File: src/rtl/tx_tracker_pkg.sv
package tx_tracker_pkg;
  typedef enum logic [1:0] {
    TX_IDLE   = 2'd0,
    TX_ACTIVE = 2'd1,
    TX_COMMIT = 2'd2
  } tx_state_e;
endpackage

File: src/rtl/tx_line_flags.sv
module tx_line_flags #(
  parameter int NUM_LINES = 16,
  localparam int LINE_W = (NUM_LINES > 1) ? $clog2(NUM_LINES) : 1
) (
  input  logic              clk,
  input  logic              rst_n,
  input  logic              clr_i,
  input  logic              set_en_i,
  input  logic              set_wr_i,
  input  logic [LINE_W-1:0] set_line_i,
  input  logic [LINE_W-1:0] rd_line_i,
  output logic              rd_sr_o,
  output logic              rd_sm_o
);
  logic [NUM_LINES-1:0] rmark_q, wmark_q;
  logic                 same_line;

  for (genvar g = 0; g < NUM_LINES; g++) begin : g_line
    logic hit, rd_d, wr_d, en;
    always_comb begin
      hit  = set_en_i && (set_line_i == LINE_W'(g));
      en   = clr_i || hit;
      rd_d = clr_i ? 1'b0 : (rmark_q[g] | ~set_wr_i);
      wr_d = clr_i ? 1'b0 : (wmark_q[g] |  set_wr_i);
    end
    always_ff @(posedge clk or negedge rst_n) begin
      if (!rst_n) begin
        rmark_q[g] <= 1'b0;
        wmark_q[g] <= 1'b0;
      end else if (en) begin
        rmark_q[g] <= rd_d;
        wmark_q[g] <= wr_d;
      end
    end
  end

  // Forward a same-cycle access to the classification read port.
  always_comb begin
    same_line = set_en_i && (set_line_i == rd_line_i);
    rd_sr_o   = rmark_q[rd_line_i] | (same_line & ~set_wr_i);
    rd_sm_o   = wmark_q[rd_line_i] | (same_line &  set_wr_i);
  end


  set_vs_clear_chk: assert property (@(posedge clk) disable iff (!rst_n)
    set_en_i |-> !clr_i);
endmodule

File: src/rtl/tx_conflict_class.sv
module tx_conflict_class (
  input  logic note_valid_i,
  input  logic note_write_i,
  input  logic note_self_i,
  input  logic loc_sr_i,
  input  logic loc_sm_i,
  output logic set_racer_o,
  output logic set_killer_o
);
  logic shared;
  always_comb begin
    shared       = note_valid_i && !note_self_i && (loc_sr_i || loc_sm_i);
    // Local writer vs any remote access: remote core loses if we commit first.
    set_racer_o  = shared && loc_sm_i;
    // Remote writer vs any local mark: we lose if it commits first.
    set_killer_o = shared && note_write_i;
  end
endmodule

File: src/rtl/tx_abort_seq.sv
module tx_abort_seq #(
  parameter int NUM_CORES = 8,
  localparam int CORE_W = (NUM_CORES > 1) ? $clog2(NUM_CORES) : 1
) (
  input  logic                 clk,
  input  logic                 rst_n,
  input  logic                 load_i,
  input  logic [NUM_CORES-1:0] load_vec_i,
  input  logic                 ack_valid_i,
  input  logic [CORE_W-1:0]    ack_core_i,
  output logic                 abort_valid_o,
  output logic [CORE_W-1:0]    abort_core_o,
  output logic                 all_done_o
);
  logic [NUM_CORES-1:0] send_q, send_d, wait_q, wait_d;
  logic [NUM_CORES-1:0] pick_mask, ack_mask;
  logic [CORE_W-1:0]    pick_idx;
  logic                 pick_any, en;

  always_comb begin
    pick_idx = '0;
    for (int i = NUM_CORES - 1; i >= 0; i--) begin
      if (send_q[i]) pick_idx = CORE_W'(i);
    end
    pick_any  = |send_q;
    pick_mask = pick_any ? ({{(NUM_CORES-1){1'b0}}, 1'b1} << pick_idx) : '0;
    ack_mask  = ack_valid_i ? ({{(NUM_CORES-1){1'b0}}, 1'b1} << ack_core_i) : '0;
    send_d    = load_i ? load_vec_i : (send_q & ~pick_mask);
    wait_d    = load_i ? load_vec_i : (wait_q & ~ack_mask);
    en        = load_i || pick_any || ack_valid_i;
  end

  always_ff @(posedge clk or negedge rst_n) begin
    if (!rst_n) begin
      send_q <= '0;
      wait_q <= '0;
    end else if (en) begin
      send_q <= send_d;
      wait_q <= wait_d;
    end
  end

  assign abort_valid_o = pick_any;
  assign abort_core_o  = pick_idx;
  assign all_done_o    = ~|send_q && ~|wait_q;


  ascending_order_chk: assert property (@(posedge clk) disable iff (!rst_n)
    (abort_valid_o && $past(abort_valid_o)) |-> (abort_core_o > $past(abort_core_o)));

  done_after_send_chk: assert property (@(posedge clk) disable iff (!rst_n)
    all_done_o |-> !abort_valid_o);
endmodule

File: src/rtl/txn_conflict_tracker.sv
module txn_conflict_tracker #(
  parameter int NUM_CORES = 8,
  parameter int NUM_LINES = 16,
  parameter int SELF_ID   = 0,
  localparam int CORE_W = (NUM_CORES > 1) ? $clog2(NUM_CORES) : 1,
  localparam int LINE_W = (NUM_LINES > 1) ? $clog2(NUM_LINES) : 1
) (
  input  logic              clk,
  input  logic              rst_n,
  input  logic              tx_begin_i,
  input  logic              tx_commit_i,
  input  logic              acc_valid_i,
  input  logic              acc_write_i,
  input  logic [LINE_W-1:0] acc_line_i,
  input  logic              note_valid_i,
  input  logic              note_write_i,
  input  logic [CORE_W-1:0] note_core_i,
  input  logic [LINE_W-1:0] note_line_i,
  input  logic              abort_in_valid_i,
  input  logic [CORE_W-1:0] abort_in_core_i,
  input  logic              ack_in_valid_i,
  input  logic [CORE_W-1:0] ack_in_core_i,
  output logic              abort_out_valid_o,
  output logic [CORE_W-1:0] abort_out_core_o,
  output logic              ack_out_valid_o,
  output logic [CORE_W-1:0] ack_out_core_o,
  output logic              commit_done_o,
  output logic              aborted_o
);
  import tx_tracker_pkg::*;

  tx_state_e            state_q, state_d;
  logic [NUM_CORES-1:0] racers_q, racers_d, killers_q, killers_d, note_mask;
  logic                 active, begin_go, abort_hit, commit_go, finish_go;
  logic                 flag_clr, acc_en, vec_en, note_self;
  logic                 loc_sr, loc_sm, set_racer, set_killer, seq_done;
  logic                 ack_q, aborted_q;
  logic [CORE_W-1:0]    ack_core_q;

  // Control decode: killer abort beats begin, begin beats commit.
  always_comb begin
    active    = (state_q == TX_ACTIVE);
    abort_hit = abort_in_valid_i && active && killers_q[abort_in_core_i];
    begin_go  = tx_begin_i && (state_q != TX_COMMIT) && !abort_hit;
    commit_go = tx_commit_i && active && !abort_hit && !begin_go;
    finish_go = (state_q == TX_COMMIT) && seq_done;
    flag_clr  = begin_go || abort_hit || finish_go;
    acc_en    = acc_valid_i && active && !flag_clr && !commit_go;
    vec_en    = active && !flag_clr;
    note_self = (note_core_i == CORE_W'(SELF_ID));
  end

  always_comb begin
    state_d = state_q;
    unique case (state_q)
      TX_IDLE:   if (begin_go) state_d = TX_ACTIVE;
      TX_ACTIVE: begin
        if (abort_hit)      state_d = TX_IDLE;
        else if (begin_go)  state_d = TX_ACTIVE;
        else if (commit_go) state_d = TX_COMMIT;
      end
      TX_COMMIT: if (seq_done) state_d = TX_IDLE;
      default:   state_d = TX_IDLE;
    endcase
  end

  always_ff @(posedge clk or negedge rst_n) begin
    if (!rst_n) state_q <= TX_IDLE;
    else        state_q <= state_d;
  end

  tx_line_flags #(.NUM_LINES(NUM_LINES)) i_flags (
    .clk        (clk),
    .rst_n      (rst_n),
    .clr_i      (flag_clr),
    .set_en_i   (acc_en),
    .set_wr_i   (acc_write_i),
    .set_line_i (acc_line_i),
    .rd_line_i  (note_line_i),
    .rd_sr_o    (loc_sr),
    .rd_sm_o    (loc_sm)
  );

  tx_conflict_class i_class (
    .note_valid_i (note_valid_i && vec_en),
    .note_write_i (note_write_i),
    .note_self_i  (note_self),
    .loc_sr_i     (loc_sr),
    .loc_sm_i     (loc_sm),
    .set_racer_o  (set_racer),
    .set_killer_o (set_killer)
  );

  always_comb begin
    note_mask = {{(NUM_CORES-1){1'b0}}, 1'b1} << note_core_i;
    racers_d  = flag_clr ? '0 : (racers_q  | (set_racer  ? note_mask : '0));
    killers_d = flag_clr ? '0 : (killers_q | (set_killer ? note_mask : '0));
  end

  always_ff @(posedge clk or negedge rst_n) begin
    if (!rst_n) begin
      racers_q  <= '0;
      killers_q <= '0;
    end else if (vec_en || flag_clr) begin
      racers_q  <= racers_d;
      killers_q <= killers_d;
    end
  end

  tx_abort_seq #(.NUM_CORES(NUM_CORES)) i_seq (
    .clk           (clk),
    .rst_n         (rst_n),
    .load_i        (commit_go),
    .load_vec_i    (racers_q),
    .ack_valid_i   (ack_in_valid_i),
    .ack_core_i    (ack_in_core_i),
    .abort_valid_o (abort_out_valid_o),
    .abort_core_o  (abort_out_core_o),
    .all_done_o    (seq_done)
  );

  always_ff @(posedge clk or negedge rst_n) begin
    if (!rst_n) begin
      ack_q      <= 1'b0;
      ack_core_q <= '0;
      aborted_q  <= 1'b0;
    end else begin
      ack_q     <= abort_in_valid_i;
      aborted_q <= abort_hit;
      if (abort_in_valid_i) ack_core_q <= abort_in_core_i;
    end
  end

  assign ack_out_valid_o = ack_q;
  assign ack_out_core_o  = ack_core_q;
  assign aborted_o       = aborted_q;
  assign commit_done_o   = finish_go;


  ack_follows_abort_chk: assert property (@(posedge clk) disable iff (!rst_n)
    ack_out_valid_o == $past(abort_in_valid_i));

  ack_core_match_chk: assert property (@(posedge clk) disable iff (!rst_n)
    ack_out_valid_o |-> ack_out_core_o == $past(abort_in_core_i));

  abort_only_active_chk: assert property (@(posedge clk) disable iff (!rst_n)
    aborted_o |-> ($past(state_q) == TX_ACTIVE) && $past(abort_in_valid_i));

  done_pulse_chk: assert property (@(posedge clk) disable iff (!rst_n)
    commit_done_o |=> !commit_done_o);

  racer_origin_chk: assert property (@(posedge clk) disable iff (!rst_n)
    (|(racers_q & ~$past(racers_q))) |-> $past(note_valid_i) && ($past(state_q) == TX_ACTIVE));

  killer_origin_chk: assert property (@(posedge clk) disable iff (!rst_n)
    (|(killers_q & ~$past(killers_q))) |-> $past(note_valid_i && note_write_i));

  no_self_bit_chk: assert property (@(posedge clk) disable iff (!rst_n)
    !racers_q[SELF_ID] && !killers_q[SELF_ID]);
endmodule

File: config.mk
export PLATFORM = sky130hd
export DESIGN_NAME = txn_conflict_tracker
export DESIGN_NICKNAME = d
export VERILOG_FILES = /design/src/rtl/tx_tracker_pkg.sv /design/src/rtl/tx_line_flags.sv /design/src/rtl/tx_conflict_class.sv /design/src/rtl/tx_abort_seq.sv /design/src/rtl/txn_conflict_tracker.sv
export SDC_FILE = /design/constraint.sdc
export NUM_CORES = 1
export LEC_CHECK = 0
export ABC_CLOCK_PERIOD_IN_PS = 2900
export BUFFER_PORTS_ARGS = -buffer_cell sky130_fd_sc_hd__buf_2
export CORE_UTILIZATION = 58
export DETAILED_ROUTE_END_ITERATION = 8
export PLACE_DENSITY = 0.82
export SETUP_SLACK_MARGIN = 0.1
export SLEW_MARGIN = 10
export SYNTH_ARGS = -nofsm -noshare
export SYNTH_HDL_FRONTEND = slang
export SYNTH_SLANG_ARGS = --single-unit
export TNS_END_PERCENT = 1
File: constraint.sdc
create_clock -name clk -period 2.9 [get_ports clk]
set_clock_uncertainty 0.05 [all_clocks]
set_input_delay 0.145 -clock clk [delete_from_list [all_inputs] [get_ports clk]]
set_output_delay 0.145 -clock clk [all_outputs]
set_load 0.02 [all_outputs]
======== Word level (Yosys, flattened, before mapping) ========
Index checks and enable logic that the tools add are counted.
word-level totals
  register bits after elaboration ......... 71
  latch bits .............................. 0
  RAM bits ................................ 0
  memory bits (read-only) ................. 0
  output and inout bits ................... 10
  word-level logic and storage cells ...... 240
  memories kept ........................... 0
operators by class
  add/sub/neg operators ................... 0
  $mul .................................... 0
  div/mod/pow operators ................... 0
  $lt $le $gt $ge ......................... 2
  equal/unequal tests ..................... 22
  shifts and indexed selects .............. 3
  muxes and demuxes ....................... 60
  bitwise operators ....................... 43
  reduce and logical (&&, ||, !) cells .... 70
operator list
  cell                   count
  $mux W8                8
  $logic_and A1 B1 Y1    35
  $mux W1                35
  $or A1 B1 Y1           34
  $eq A4 B4 Y1 const B   8
  $mux W3                8
  $shl A1 B3 Y8 const A  3
  $logic_or A1 B1 Y1     22
  $and A8 B8 Y8          2
  $eq A4 B3 Y1 const B   4
  $not A8 Y8             2
  $or A8 B8 Y8           2
  $reduce_or A8 Y1       2
  $mux W2                5
  $bmux W1 S4            2
  $eq A4 B2 Y1 const B   2
  $logic_not A1 Y1       7
  $ne A2 B2 Y1 const B   3
  $pmux W2 S3            1
  $lt A4 B5 Y1 const B   1
  $eq A4 B1 Y1 const B   1
  $eq A4 B4 Y1           1
  $logic_not A4 Y1       1
  $lt A3 B4 Y1 const B   1
  other kinds (9)        10

======== Longest topological paths before layout ========
Gate-level depths: netlist of the first run.
  word-level depth ........................ 19
  mapped depth ............................ 8

======== Hierarchy ========
From an unflattened synthesis of the first run, not the netlist that was laid out.
unflattened totals
  cell total of the unflattened synthesis .. 335
  area, all modules ....................... 3,390.8 um^2
modules (own cells, without submodules)
  module                times used  cells an instance  area an instance (um^2)
  tx_line_flags         1           157                1,575.3
  txn_conflict_tracker  1           94                 1,019.7
  tx_abort_seq          1           81                 768.2
  tx_conflict_class     1           3                  27.5

======== Worst setup path before layout of the first run ========
No wires, ideal clock.
  kind .................................... reg-to-reg
  start ................................... register i_seq.send_q[3]
  end ..................................... register i_flags.rmark_q[10]
  setup time .............................. 0.121 ns
  data arrival time ....................... 2.117 ns
  path slack .............................. 0.612 ns
  cell stages (with the launch flop) ...... 9
  buffers on the path ..................... 2
  clock period less this slack ............ 2.288 ns
  path through ............................ dfrtp_1 -> nor4_1 -> nand2_1 -> or3_1 -> inv_1 -> a211o_1 -> buf_2 -> buf_2 -> nor2_1
on the way
  word-level cells in the longest chain between the ends .. 10
  elaborated cells on any way between the ends .. 11
  classes of those cells .................. mux (1); reduce/logical (10)
ends and longest elaborated chain
  what                               line                        RTL
  start, declared                    tx_abort_seq.sv:15          logic [NUM_CORES-1:0] send_q, send_d, wait_q, wait_d;
  start signal, assigned             tx_abort_seq.sv:38          send_q <= send_d;
  $reduce_or A8 Y1 *                 -
  net abort_out_valid_o              txn_conflict_tracker.sv:23  output logic abort_out_valid_o,
  $logic_not A1 Y1 *                 tx_abort_seq.sv:45          assign all_done_o = ~|send_q && ~|wait_q;
  $logic_and A1 B1 Y1 *              tx_abort_seq.sv:45
  $logic_and A1 B1 Y1 *              txn_conflict_tracker.sv:46  finish_go = (state_q == TX_COMMIT) && seq_done;
  net commit_done_o                  txn_conflict_tracker.sv:27  output logic commit_done_o,
  $logic_or A1 B1 Y1 *               txn_conflict_tracker.sv:47  flag_clr = begin_go || abort_hit || finish_go;
  $logic_not A1 Y1                   txn_conflict_tracker.sv:48  acc_en = acc_valid_i && active && !flag_clr && !commit_go;
  $logic_and A1 B1 Y1 (2 in series)  txn_conflict_tracker.sv:48
  $logic_and A1 B1 Y1                tx_line_flags.sv:21         hit = set_en_i && (set_line_i == LINE_W'(g));
  $logic_or A1 B1 Y1                 tx_line_flags.sv:22         en = clr_i || hit;
  end signal, assigned by index      tx_line_flags.sv:31         rmark_q[g] <= rd_d;
  end, declared                      tx_line_flags.sv:15         logic [NUM_LINES-1:0] rmark_q, wmark_q;
The timed path passes the listed nets; every way through them passes the cells marked *.
A chain may end at the register's enable or synchronous reset.

======== Final worst setup path of the first run ========
  start ................................... register i_seq.send_q[3]
  end ..................................... register racers_q[5]
on the way
  word-level cells in the longest chain between the ends .. 17
  elaborated cells on any way between the ends .. 23
  classes of those cells .................. mux (2); bitwise (5); reduce/logical (16)
ends and longest elaborated chain
  what                               line                                                    RTL
  $reduce_or A8 Y1 *                 tx_abort_seq.sv:45
  $logic_not A1 Y1 *                 tx_abort_seq.sv:45
  $logic_and A1 B1 Y1 *              tx_abort_seq.sv:45
  $logic_and A1 B1 Y1 *              txn_conflict_tracker.sv:46
  $logic_or A1 B1 Y1 *               txn_conflict_tracker.sv:47
  $logic_not A1 Y1                   txn_conflict_tracker.sv:48, txn_conflict_tracker.sv:49
  $logic_and A1 B1 Y1 (2 in series)  txn_conflict_tracker.sv:48
  $logic_and A1 B1 Y1                tx_line_flags.sv:39                                     same_line = set_en_i && (set_line_i == rd_line_i);
  $and A1 B1 Y1 (on tied branches)   tx_line_flags.sv:40, tx_line_flags.sv:41
  $or A1 B1 Y1 (on tied branches)    tx_line_flags.sv:40, tx_line_flags.sv:41
  $logic_or A1 B1 Y1                 tx_conflict_class.sv:12                                 shared = note_valid_i && !note_self_i && (loc_sr_i || loc_sm_i);
  $logic_and A1 B1 Y1                tx_conflict_class.sv:12
  $logic_and A1 B1 Y1                tx_conflict_class.sv:14                                 set_racer_o = shared && loc_sm_i;
  $mux W8                            txn_conflict_tracker.sv:96                              racers_d = flag_clr ? '0 : (racers_q | (set_racer ? note_mask : '0));
  $or A8 B8 Y8                       txn_conflict_tracker.sv:96
  $mux W8                            txn_conflict_tracker.sv:96
  end signal, assigned               txn_conflict_tracker.sv:105                             racers_q <= racers_d;
  end, declared                      txn_conflict_tracker.sv:33                              logic [NUM_CORES-1:0] racers_q, racers_d, killers_q, killers_d, note_mask;
Every way passes the cells marked *; elsewhere a longest branch is shown, timed or not.

==> results of run 1 <==
## sequential cells by signal, summed over array words and instances (netlist names)
signal and count:
killers_q 8, i_seq.send_q 8, aborted_o 1, ack_out_valid_o 1
i_flags.wmark_q 16, ack_out_core_o 3, racers_q 8, state_q 2
i_flags.rmark_q 16, i_seq.wait_q 8
## worst max-delay path: cells and delay by family, from the launching register on
family                 cells  cell delay [ns]
AO/OA/AOI/OAI              2             0.25
buffers and inverters      2             0.48
flip-flops                 1             0.41
AND/OR/NAND/NOR            3             1.05
## worst paths after layout
kind,start,endpoint,slack [ns],cells past startpoint
worst max-delay path,i_seq.send_q[3]$_DFFE_PN0P_,racers_q[5]$_DFFE_PN0P_,0.52,7
worst min-delay path,abort_in_core_i[0],ack_out_core_o[0]$_DFFE_PN0P_,0.06,2
worst max register to register,i_seq.send_q[3]$_DFFE_PN0P_,racers_q[5]$_DFFE_PN0P_,0.52,7
worst min register to register,killers_q[4]$_DFFE_PN0P_,killers_q[4]$_DFFE_PN0P_,0.44,2
max in group asynchronous,rst_n,i_flags.rmark_q[1]$_DFFE_PN0P_,1.72,3
min in group asynchronous,rst_n,i_seq.send_q[6]$_DFFE_PN0P_,0.34,2
## power by group
part           switching (mW)  internal, mW
clock                   0.346         0.531
sequential             0.0166          1.01
combinational           0.181        0.0858
total                   0.543          1.62
## routing by layer
layer | up-vias | GRT usage, %
met5 | - | 0
met4 | 0 | 11.7
met3 | 12 | 3.49
met2 | 120 | 42.3
met1 | 1270 | 37.3
li1 | 1243 | -
## through the flow
stage               total power, mW  instances  setup slack, ns  area [sq um]
floorplan                      1.21        332            0.612          3380
global placement               1.30        428            0.584          3580
detailed placement             1.30        428            0.553          3580
CTS                            2.18        446            0.525          3820
global route                   2.26        446            0.353          3820
finish                         2.17        446            0.521          3820
## synthesized netlist by cell type, drive strengths merged, types with 2 or more instances
| cell | number |
|---|---|
| nor4 | 3 |
| nor2 | 43 |
| nor3b | 7 |
| mux4 | 5 |
| nand2 | 31 |
| xnor2 | 3 |
| inv | 8 |
| and2 | 3 |
| o21ai | 36 |
| nor3 | 4 |
| a21oi | 35 |
| nand4 | 4 |
| and3 | 8 |
| o21bai | 3 |
| and4b | 2 |
| mux2 | 4 |
| buf | 15 |
| dfrtp | 71 |
| o31ai | 6 |
| nand2b | 9 |
| mux2i | 18 |
## cell type report
type,instances,area (sq um),area share (%)
Clock buffer,13,159,4.16
Clock inverter,3,65.1,1.70
Inverter,8,30.0,0.786
Multi-Input combinational cell,237,1470,38.5
Sequential cell,71,1780,46.5
Tap cell,72,90.1,2.36
Timing Repair Buffer,42,230,6.03
## kinds of logic (layout without fill, tap and decap cells)
family,after synthesis,after routing,share of synthesized area (%)
AND/OR/NAND/NOR,119,119,17.3
XOR/XNOR,4,4,1.04
buffers and inverters,24,66,3.85
flip-flops,71,71,52.6
AO/OA/AOI/OAI,87,87,15.1
multiplexers,27,27,10.0
==> metrics.cfg, run 1 <==
[route]
drc = 0
drt.antenna.violating_nets = 0
topRoutingLayerUsed = met4
wl_per_cell_um = 16.2
wl_met1_um = 3210
via_count = 2645
firstDrtPassIters = 5
dr_wl_met3_um = 427
drt-total-wl_um = 7210
wl_met2_um = 3430
drt_iter0_drc = 191
drt-vias-per-instance = 5.93

[power_and_ir_drop]
p_leak_nw = 1.83
powerDensity_nw_per_um2 = 567
ir_drop_uv = 428

[global_routing]
grt_max_degree = 35
grt_pass1_vias = 2579
grt_pass1_wl_um = 12300
antenna_found_initial = 0
grtUsageTotal_pct = 26.7
grt.overflow.total = 0

[cells_and_area]
layout-drive-gt1-share_pct = 18.4
nets = 396
fill_cells = 447
final_cell_mix = dfrtp_1 (71), nor2_1 (43), buf_2 (36)
synthToLayoutAreaGrowth_pct = 13.2
final_common_cell = dfrtp_1
diodes = 0
final_util_pct = 68.5

[logic_synthesis]
synth_edf_count = 0
synth_top_flop_cell = dfrtp_1
syn_nets = 359
synth_cell_types = 43
synthTopCellsByArea = dfrtp_1 (53%), mux2i_1 (5.3%), a21oi_1 (5.2%)
yosysTopAreaCell = dfrtp_1
async_reset_ff_share_pct = 100
netlist_instances = 332
ys_seq_area_share_pct = 52.6
synth_seq_cells = 71
synth_top_area_share_pct = 52.6
ys_warn_count = 0
syn-cell-area_sq_um = 3380
syn_avg_cell_area_sq_um = 10.2

[clock_tree]
cts-root-buf = clkbuf_8
post_cts_resized = 0
ctsLongestPathBuffers = 2
clk_pin_slew_ns = 0.07
clock-sinks = 71
cts_tree = done
cts_buffers = 9
cts_max_level = 3
postCtsHoldBufs = 2
clock_latency_ns = 0.34
post_cts_buffers = 0

[timing]
clock.fmax_mhz = 420
setup_viol = 0
holdWs_ns = 0.0563
hold_violations = 0
tightest_slew_ns = 0.873
slew_viol_final = 0
fin_setup_tns_ns = 0
layout_min_cycle_time_ns = 2.38
finalCritPeriodShare_pct = 82.0
rsz0062_at_grt = false
max_slew_margin_pct = 41.7

[placed_design]
hpwlAfterDp_um = 5120
portBuffers = 36
globalplace.congestion = 0.858

[floorplan]
dieHeight_um = 78.3
dieWidth_um = 78.3
start_util_pct = 60.6
dieArea_sq_um = 6130
num_io_pins = 37
core_sq_um = 5570
rows = 27

[run_status]
status = completed

[setup_path]
endpoint_kind = flip-flop
cp.required_ns = 3.07
critPathLaunchType = flip-flop
path_cells = nor4_1 > nand2_1 > or3_1 > inv_1 > a211o_1 > buf_4 > o31ai_1
critical_path.max_fanout = 34
cpMaxStageDelayCell = or3_1
cpPeakStageDelay_ns = 0.46
setup.worst_path.class = reg2reg
arrival_ns = 2.54

[hold_path]
min_path_type = in2reg

[flow_run]
maxCapViolCount = 0

Note: power is estimated with default switching activity, not from simulation.
==> inputs of run 2 (changes only) <==
Settings changed: ABC_CLOCK_PERIOD_IN_PS 2900 to 2200.
Clock period 2.9 ns to 2.2 ns, I/O delays scaled along.
==> metrics.cfg, run 2 (synthesis results as in run 1) <==
[run_status]
status = finished, violations left
violations = negative setup slack

[setup_path]
arrival_ns = 2.43
critPathLaunchType = flip-flop
r2r-start = killers_q[4]$_DFFE_PN0P_
setup.worst_path.class = reg2reg
rr_endpoint = i_seq.send_q[2]$_DFFE_PN0P_
critical_path.max_fanout = 6
rrSetupSlack_ns = -0.006
path_cells = mux4_2 > nand2b_4 > a2111oi_4 > buf_4 > and2_4 > buf_6 > buf_16 > nand2_4 > o21ai_1
reg2reg_depth = 9
cpPeakStageDelay_ns = 0.46
cpMaxStageDelayCell = mux4_2
endpoint_kind = flip-flop
cp.required_ns = 2.42

[flow_run]
maxCapViolCount = 0

[cells_and_area]
final_common_cell = dfrtp_1
synthToLayoutAreaGrowth_pct = 24.5
final_cell_mix = dfrtp_1 (71), nor2_1 (43), buf_2 (36)
nets = 416
final_util_pct = 75.4
instances_no_fill = 465
layout-drive-gt1-share_pct = 29.3
diodes = 0
reg_top3 = i_flags.rmark_q x16, i_flags.wmark_q x16

[floorplan]
num_io_pins = 37
start_util_pct = 60.6
dieArea_sq_um = 6130
dieWidth_um = 78.3
core_sq_um = 5570
dieHeight_um = 78.3
rows = 27

[route]
drc = 0
drt-total-wl_um = 8250
drt-vias-per-instance = 6.00
drt_iter0_drc = 243
firstDrtPassIters = 5
via_count = 2789
wl_per_cell_um = 17.7
drt.antenna.violating_nets = 0

[clock_tree]
cts_max_level = 3
ctsLongestPathBuffers = 2
clock-sinks = 71
clk_pin_slew_ns = 0.08
cts_buffers = 9
clock_latency_ns = 0.35
cts-root-buf = clkbuf_8
cts_tree = done

[timing]
fin_ws_ns = -0.00619
finalCritPeriodShare_pct = 100
slew_viol_final = 0
hold_violations = 0
holdWs_ns = 0.0195
setup_viol = 1
max_slew_margin_pct = 60.0
tightest_slew_ns = 0.599
layout_min_cycle_time_ns = 2.21
clock.fmax_mhz = 453
rsz0062_at_grt = true

[global_routing]
grt_pass1_wl_um = 12800
grt_max_degree = 47
use_met2_pct = 45.4
grt_pass1_vias = 2763
grt_util_met1_pct = 35.6
grtUsageTotal_pct = 28.0
antenna_found_initial = 0
grt.overflow.total = 0
use_met3_pct = 4.53
busiest_layer = met2

[placed_design]
globalplace.congestion = 0.828
portBuffers = 36
dp_slack_ns = -0.163
placed_cells = 439
hpwlAfterDp_um = 5230

[power_and_ir_drop]
switching_share_pct = 28.5
p_seq_share_pct = 47.0
p_leak_nw = 2.02
p_comb_share_pct = 17.8
powerDensity_nw_per_um2 = 683
p_int_mw = 2.05
clockPowerShare_pct = 35.2
ir_drop_uv = 459
power.switching_mw = 0.818

[hold_path]
min_path_type = in2reg
whs_path_depth = 2
hold_start = abort_in_core_i[2]
min_to = ack_out_core_o[2]$_DFFE_PN0P_

[run 2: cell types whose count changed in the layout (fill, tap and decap cells not counted), moves of 4 or more]
cell | previous run | this run
buf_4 | 4 | 12
nand2_1 | 31 | 26
and3_4 | 0 | 4
o21ai_0 | 33 | 12
o21ai_2 | 0 | 6
o21ai_1 | 3 | 18
and3_1 | 8 | 4
buf_6 | 0 | 6
[run 2: timing repair]
action / in CTS / in global routing
gates cloned: 2 / 0
endpoints found under the setup margin: 65 / 65
buffers inserted: 4 / 2
resized for setup: 20 / 38
hold endpoints to repair: 73 / 0
pin swaps: 7 / 16
hold buffers: 3 / 0
[run 2: worst max path at each step]
stage / endpoint / startpoint / slack [ns]
global route: killers_q[5]$_DFFE_PN0P_ / killers_q[7]$_DFFE_PN0P_ / -0.07
global placement: killers_q[5]$_DFFE_PN0P_ / killers_q[7]$_DFFE_PN0P_ / -0.08
CTS: killers_q[3]$_DFFE_PN0P_ / killers_q[7]$_DFFE_PN0P_ / 0.01
finish: i_seq.send_q[2]$_DFFE_PN0P_ / killers_q[4]$_DFFE_PN0P_ / -0.006
detailed placement: killers_q[5]$_DFFE_PN0P_ / killers_q[7]$_DFFE_PN0P_ / -0.16
floorplan: i_flags.rmark_q[10]$_DFFE_PN0P_ / i_seq.send_q[0]$_DFFE_PN0P_ / 0.13
[run 2: final cells by class]
class,instances,area [sq um]
clock buffer,9,124
clock inverter,6,62.6
fill,381,1370
inverter,8,32.5
multi-input combinational,237,1630
sequential,71,1780
tap,72,90.1
timing repair buffer,62,483
[run 2: critical path, delay by kind of cell (launching register included)]
kind	cells	cell delay [ns]
flops	1	0.39
compound gates	2	0.41
simple gates	3	0.39
mux	1	0.46
buf+inv	3	0.43
[run 2: through the flow]
stage	instance area [sq um]	power (mW)	setup TNS, ns
after floorplan	3400	1.61	0
after global placement	3710	1.76	-0.623
after detailed placement	3710	1.76	-1.43
after CTS	4050	2.82	0
after global routing	4200	2.96	-1.06
final	4200	2.87	-0.00619
[run 2: routing by layer]
| layer | vias to the layer above | part of all wire [%] |
|---|---|---|
| li1 | 1280 | - |
| met1 | 1375 | 42 |
| met2 | 112 | 50 |
| met3 | 22 | 4.6 |
| met4 | 0 | 2.9 |
| met5 | - | 0 |
[run 2: power by group through the flow]
stage	Sequential [mW]	Clock [mW]	Combinational, mW
after floorplan	1.38	0	0.231
after global placement	1.37	0	0.387
after detailed placement	1.37	0	0.392
after CTS	1.35	1.02	0.453
after global routing	1.35	1.06	0.545
final	1.35	1.01	0.511
